==> config.mk <==
export PLATFORM = sky130hd
export DESIGN_NAME = vec_seq_alu
export DESIGN_NICKNAME = d
export VERILOG_FILES = /design/src/rtl/vsa_pkg.sv /design/src/rtl/vsa_exec.sv /design/src/rtl/vsa_seq_ctrl.sv /design/src/rtl/vec_seq_alu.sv
export SDC_FILE = /design/constraint.sdc
export NUM_CORES = 1
export LEC_CHECK = 0
export ABC_AREA = 1
export BUFFER_PORTS_ARGS = -buffer_cell sky130_fd_sc_hd__clkbuf_2
export CORE_MARGIN = 2
export CORE_UTILIZATION = 32
export DETAILED_ROUTE_END_ITERATION = 6
export PLACE_DENSITY = 0.52
export SYNTH_ARGS = -nofsm -noshare
export SYNTH_HDL_FRONTEND = slang
export SYNTH_SLANG_ARGS = --single-unit
==> constraint.sdc <==
create_clock -name clk -period 3.6 [get_ports clk]
set_clock_uncertainty 0.15 [all_clocks]
set_input_delay 0.54 -clock clk [delete_from_list [all_inputs] [get_ports clk]]
set_output_delay 0.54 -clock clk [all_outputs]
set_load 0.05 [all_outputs]
==> src/rtl/vsa_pkg.sv <==
`timescale 1ns/1ps
package vsa_pkg;

    // Operation codes carried on the 3-bit opcode port
    typedef enum logic [2:0] {
        OP_ADD32 = 3'd0,
        OP_SUB32 = 3'd1,
        OP_ADD64 = 3'd2,
        OP_SUB64 = 3'd3,
        OP_AND   = 3'd4,
        OP_OR    = 3'd5,
        OP_XOR   = 3'd6,
        OP_RSVD  = 3'd7
    } alu_op_e;

    // Width of one execution segment; no lane is wider than this
    localparam int SEG_W  = 64;
    localparam int NARROW = 32;

    function automatic logic op_is_sub(alu_op_e op);
        return (op == OP_SUB32) || (op == OP_SUB64);
    endfunction

    function automatic logic op_is_narrow(alu_op_e op);
        return (op == OP_ADD32) || (op == OP_SUB32);
    endfunction

endpackage

==> src/rtl/vsa_exec.sv <==
`timescale 1ns/1ps
// Combinational packed execution unit, W bits wide (a multiple of 64)
module vsa_exec
    import vsa_pkg::*;
#(
    parameter int W = 64
) (
    input  alu_op_e        op,
    input  logic [W-1:0]   a,
    input  logic [W-1:0]   b,
    output logic [W-1:0]   y
);
    localparam int NSEG = W / SEG_W;

    logic sub;
    assign sub = op_is_sub(op);

    for (genvar g = 0; g < NSEG; g++) begin : g_seg
        logic [SEG_W-1:0]  x, yb, yi, s_wide, r;
        logic [NARROW-1:0] s_lo, s_hi;

        assign x  = a[g*SEG_W +: SEG_W];
        assign yb = b[g*SEG_W +: SEG_W];
        // subtraction is addition of the inverted operand plus one
        assign yi = sub ? ~yb : yb;

        // separate adders keep every carry inside its own lane
        assign s_wide = x + yi + {{(SEG_W-1){1'b0}}, sub};
        assign s_lo   = x[NARROW-1:0] + yi[NARROW-1:0] + {{(NARROW-1){1'b0}}, sub};
        assign s_hi   = x[SEG_W-1:NARROW] + yi[SEG_W-1:NARROW] + {{(NARROW-1){1'b0}}, sub};

        always_comb begin
            unique case (op)
                OP_ADD32, OP_SUB32: r = {s_hi, s_lo};
                OP_ADD64, OP_SUB64: r = s_wide;
                OP_AND:             r = x & yb;
                OP_OR:              r = x | yb;
                OP_XOR:             r = x ^ yb;
                default:            r = '0;
            endcase
        end

        assign y[g*SEG_W +: SEG_W] = r;
    end

endmodule

==> src/rtl/vsa_seq_ctrl.sv <==
`timescale 1ns/1ps
// Handshake and half sequencing control
module vsa_seq_ctrl #(
    parameter bit FULL_WIDTH = 1'b0
) (
    input  logic clk,
    input  logic rst,
    input  logic in_valid,
    input  logic out_ready,
    output logic in_ready,
    output logic accept,
    output logic phase_hi,
    output logic load_out,
    output logic out_valid
);
    logic slot_free;
    assign slot_free = !out_valid || out_ready;
    assign accept    = in_valid && in_ready;

    if (FULL_WIDTH) begin : g_full
        assign phase_hi = 1'b0;
        assign in_ready = slot_free;
        assign load_out = accept;
    end else begin : g_half
        logic phase_q;
        always_ff @(posedge clk) begin
            if (rst)           phase_q <= 1'b0;
            else if (phase_q)  phase_q <= 1'b0;
            else if (accept)   phase_q <= 1'b1;
        end
        assign phase_hi = phase_q;
        // second half in flight: hold off the next operation
        assign in_ready = !phase_q && slot_free;
        assign load_out = phase_q;
    end

    always_ff @(posedge clk) begin
        if (rst)            out_valid <= 1'b0;
        else if (load_out)  out_valid <= 1'b1;
        else if (out_ready) out_valid <= 1'b0;
    end

endmodule

==> src/rtl/vec_seq_alu.sv <==
`timescale 1ns/1ps
module vec_seq_alu
    import vsa_pkg::*;
#(
    parameter bit FULL_WIDTH = 1'b0,
    parameter int VEC_W      = 128
) (
    input  logic              clk,
    input  logic              rst,
    input  logic              in_valid,
    output logic              in_ready,
    input  logic [2:0]        in_op,
    input  logic [VEC_W-1:0]  in_a,
    input  logic [VEC_W-1:0]  in_b,
    output logic              out_valid,
    input  logic              out_ready,
    output logic [VEC_W-1:0]  out_data
);
    localparam int HALF_W = VEC_W / 2;

    logic accept, phase_hi, load_out;
    logic [VEC_W-1:0] res_next;
    logic [VEC_W-1:0] out_q;

    vsa_seq_ctrl #(.FULL_WIDTH(FULL_WIDTH)) u_ctrl (
        .clk       (clk),
        .rst       (rst),
        .in_valid  (in_valid),
        .out_ready (out_ready),
        .in_ready  (in_ready),
        .accept    (accept),
        .phase_hi  (phase_hi),
        .load_out  (load_out),
        .out_valid (out_valid)
    );

    if (FULL_WIDTH) begin : g_full
        alu_op_e x_op;
        // the phase indicator stays low here; the unit sees the port directly
        assign x_op = phase_hi ? OP_RSVD : alu_op_e'(in_op);

        vsa_exec #(.W(VEC_W)) u_exec (
            .op (x_op),
            .a  (in_a),
            .b  (in_b),
            .y  (res_next)
        );
    end else begin : g_half
        typedef struct packed {
            alu_op_e            op;
            logic [HALF_W-1:0]  a;
            logic [HALF_W-1:0]  b;
        } pend_t;

        pend_t             pend_q;
        logic [HALF_W-1:0] lo_q;
        alu_op_e           x_op;
        logic [HALF_W-1:0] xa, xb, xy;

        // first cycle: low half from the port; second: stored high half
        always_comb begin
            if (phase_hi) begin
                x_op = pend_q.op;
                xa   = pend_q.a;
                xb   = pend_q.b;
            end else begin
                x_op = alu_op_e'(in_op);
                xa   = in_a[HALF_W-1:0];
                xb   = in_b[HALF_W-1:0];
            end
        end

        vsa_exec #(.W(HALF_W)) u_exec (
            .op (x_op),
            .a  (xa),
            .b  (xb),
            .y  (xy)
        );

        always_ff @(posedge clk) begin
            if (rst) begin
                pend_q <= '0;
                lo_q   <= '0;
            end else if (accept) begin
                lo_q     <= xy;
                pend_q.op <= alu_op_e'(in_op);
                pend_q.a  <= in_a[VEC_W-1:HALF_W];
                pend_q.b  <= in_b[VEC_W-1:HALF_W];
            end
        end

        assign res_next = {xy, lo_q};
    end

    always_ff @(posedge clk) begin
        if (rst)           out_q <= '0;
        else if (load_out) out_q <= res_next;
    end

    assign out_data = out_q;

endmodule

==> metrics <==
area added between synthesis and finish 53.7%; number of optimization iterations in the first detailed-route pass 7; DRT iter0 DRCs 1,400; effective utilization at floorplan 32.3%; reg-to-reg slack, setup -0.02 ns; ports placed on the boundary 393; overall power consumption 16.3 mW; average vias per placed instance 4.80; leakage power summed over all cells 17.0 nW; Mapped Nets 3,920; number of I/O port buffers 392; clock tree root driver cell clkbuf_16; number of max-cap violations 0; total clock sinks 325; part of the Yosys area used for sequential elements 28.7%; die outline height 270 um; Post-DRT Antenna Nets 0; Worst Slack Setup Final -0.0234 ns; total power per unit cell area 469 nW/um^2; initial antenna violation count 3; fraction of the cycle the final worst path needs 101%; total of endpoints with negative setup slack in the final report 1; required time worst endpoint 3.93 ns; final standard cell count with taps included and fillers excluded 5,332; main flop type after synthesis dfxtp_1; clock tree from TritonCTS done; wire length of the first global-routing pass 143,000 um; Worst setup EP type flop; number of flip-flops and latches in the synthesized netlist 325; grt total ovfl 0; most common library cell in the layout ignoring fill and taps buf_4; post-layout min period 3.62 ns; Slew headroom 40.5%; violated checks setup timing; Clock transition at path regs 0.06 ns; storage element area 6510 sq um; unrepaired setup endpoints after global routing yes; HP Class in -> reg; worst setup slack before clock tree synthesis -0.495 ns; Post-Synthesis Cells 3,465; proportion of layout cells with a drive suffix above 1 37.6%; number of filler instances in the final layout 7,205; maximum level of the CTS H-tree 2; category of the most critical setup path reg -> reg; core region area 70,000 sq um; total wire length after detailed routing 97,100 um; final count of hold timing violations 0; most frequent cells in the layout buf_4, nand2_1, inv_1, clkbuf_2, nor2_1; worst slew pin tran 0.892 ns; Worst setup SP type flop; HPWL Detailed 74,500 um; cell types occupying the most area after synthesis dfxtp_1, ha_1, nand2_1; placed insts 5,184; overall via count from detail_route 25,600; Syn. warnings 0; Post-Syn Area per Cell 6.53 sq um; highest attainable clock frequency 276 MHz; top cell type's share of synthesized area 28.7%; std cell rows 97; CTS max path bufs 3; multi-input gate area in the final layout 16,200 sq um; arrival time at the worst endpoint 3.95 ns; Total Nets Final 4,817; number of enable-type register cells in the synthesized netlist 0; overall die area 72,900 sq um; cell type with the highest aggregate area in the netlist dfxtp_1; crit path max fanout 7; Die X-Extent 270 um; pin count of the biggest net entering global routing 173; final routed wire length divided by cell count 18.2 um; DRC violations left 0; count of cell types in the netlist 56; number of global-route vias before repair 24,900; global router's overall resource usage 25.2%; post-synthesis cell area 22,600 sq um; result of the run finished with violations; clock buffer count from CTS 40; share of flip-flops with an asynchronous set or reset 0%; final-report max-slew violation count 0; clock latency at the later pin of the worst-skew pair 0.59 ns; worst-case vdd ir drop 0.325 mV; final weighted congestion of routability-driven global placement 0.994
registers in the layout, indices dropped and copies added, names as in the netlist:
name / count
g_half.lo_q: 64
g_half.pend_q: 131
out_data: 128
u_ctrl.load_out: 1
u_ctrl.out_valid: 1
layout make-up:
cell class | instances | area share, %
clock inverters | 16 | 0.809
multi-input cells | 2428 | 46.5
inverters | 547 | 5.96
well taps | 940 | 3.38
diodes | 2 | 0.0144
clock buffers | 54 | 3.14
flip-flops and latches | 325 | 18.7
repair buffers | 1020 | 21.5
Yosys cell counts (2+ instances only):
library cell,count
nand2_1,600
inv_1,537
nor2_1,417
o21ai_0,408
dfxtp_1,325
a21oi_1,285
ha_1,190
nand3_1,156
clkbuf_1,101
xnor2_1,56
buf_2,40
o211ai_1,37
a221oi_1,35
o21bai_1,34
o21a_1,28
xor2_1,22
nand2_2,19
o21ai_1,19
a22oi_1,17
buf_1,16
nor3_1,13
nand3b_1,9
a21o_1,8
inv_2,8
nor4_1,8
buf_4,7
a21boi_0,6
o21ai_2,6
or2_2,6
o221ai_1,5
a31oi_1,4
o2111ai_1,4
or2_0,4
buf_6,3
nand2_4,3
nand4_1,3
a211oi_1,2
fa_1,2
nand2_8,2
nor2_2,2
nor3_4,2
o22ai_1,2
worst paths after layout:
kind | startpoint | to | cells after the start
setup / recovery | u_ctrl.load_out | out_data[127] | 19
hold / removal | in_b[78] | g_half.pend_q[14] | 3
setup reg to reg | u_ctrl.load_out | out_data[127] | 19
hold reg to reg | g_half.pend_q[122] | g_half.pend_q[122] | 2
what timing repair did:
action / in CTS / in global routing
hold buffers: 0 / 0
setup buffers: 19 / 43
pin swaps: 40 / 184
gates resized for setup: 229 / 661
endpoints found under the setup margin: 108 / 112
gates cloned: 4 / 11
worst max-delay path: stages (launching register included):
cell      delay [ns]
dfxtp_4         0.45
buf_12          0.18
nand2_8         0.06
nand2_8         0.13
nand2_8         0.13
buf_12          0.18
xnor2_1         0.12
ha_1            0.38
a21o_1          0.24
a31oi_1         0.27
o21ai_1         0.19
a21boi_4        0.25
nand2_8         0.10
nand2_4         0.09
nand3_2         0.09
nand3_4         0.14
buf_6           0.11
nand3_4         0.09
nand2_2         0.09
inv_1           0.03
layer usage:
| metal | vias up | global-route usage, % | routed length, um |
|---|---|---|---|
| li1 | 13000 | - | - |
| met1 | 11800 | 29.9 | 40600 |
| met2 | 563 | 45.2 | 48100 |
| met3 | 182 | 2.84 | 3370 |
| met4 | 0 | 11.7 | 5040 |
| met5 | - | 0 | 0 |
where the power goes:
group	switching, mW	internal [mW]	leakage [nW]
clock	1.71	2.58	0.657
sequential	0.160	3.90	2.68
combinational	4.64	3.33	13.7
kinds of logic after synthesis:
family / count (synthesis) / share of synthesized area (%)
AND/OR/NAND/NOR: 1248 / 22.7
AO/OA/AOI/OAI: 908 / 22.6
buffers and inverters: 714 / 12.3
flip-flops: 325 / 28.7
adder cells (fa/ha/maj): 192 / 10.7
XOR/XNOR: 78 / 3.02
through the flow:
| stage | hold WS [ns] | TNS (ns) | utilization, % | area, sq um |
|---|---|---|---|---|
| final | 0.0330 | -0.0234 | 49.7 | 34800 |
| after floorplan | 0.279 | 0 | - | 22600 |
| after global routing | 0.0350 | -6.35 | 49.7 | 34800 |
| after CTS | 0.00554 | -0.886 | 45.3 | 31700 |
| after detailed placement | 0.292 | -25.74 | 42.0 | 29400 |
| after global placement | 0.288 | -22.35 | 42.0 | 29400 |
No activity file was read; power rests on OpenSTA's default activity.
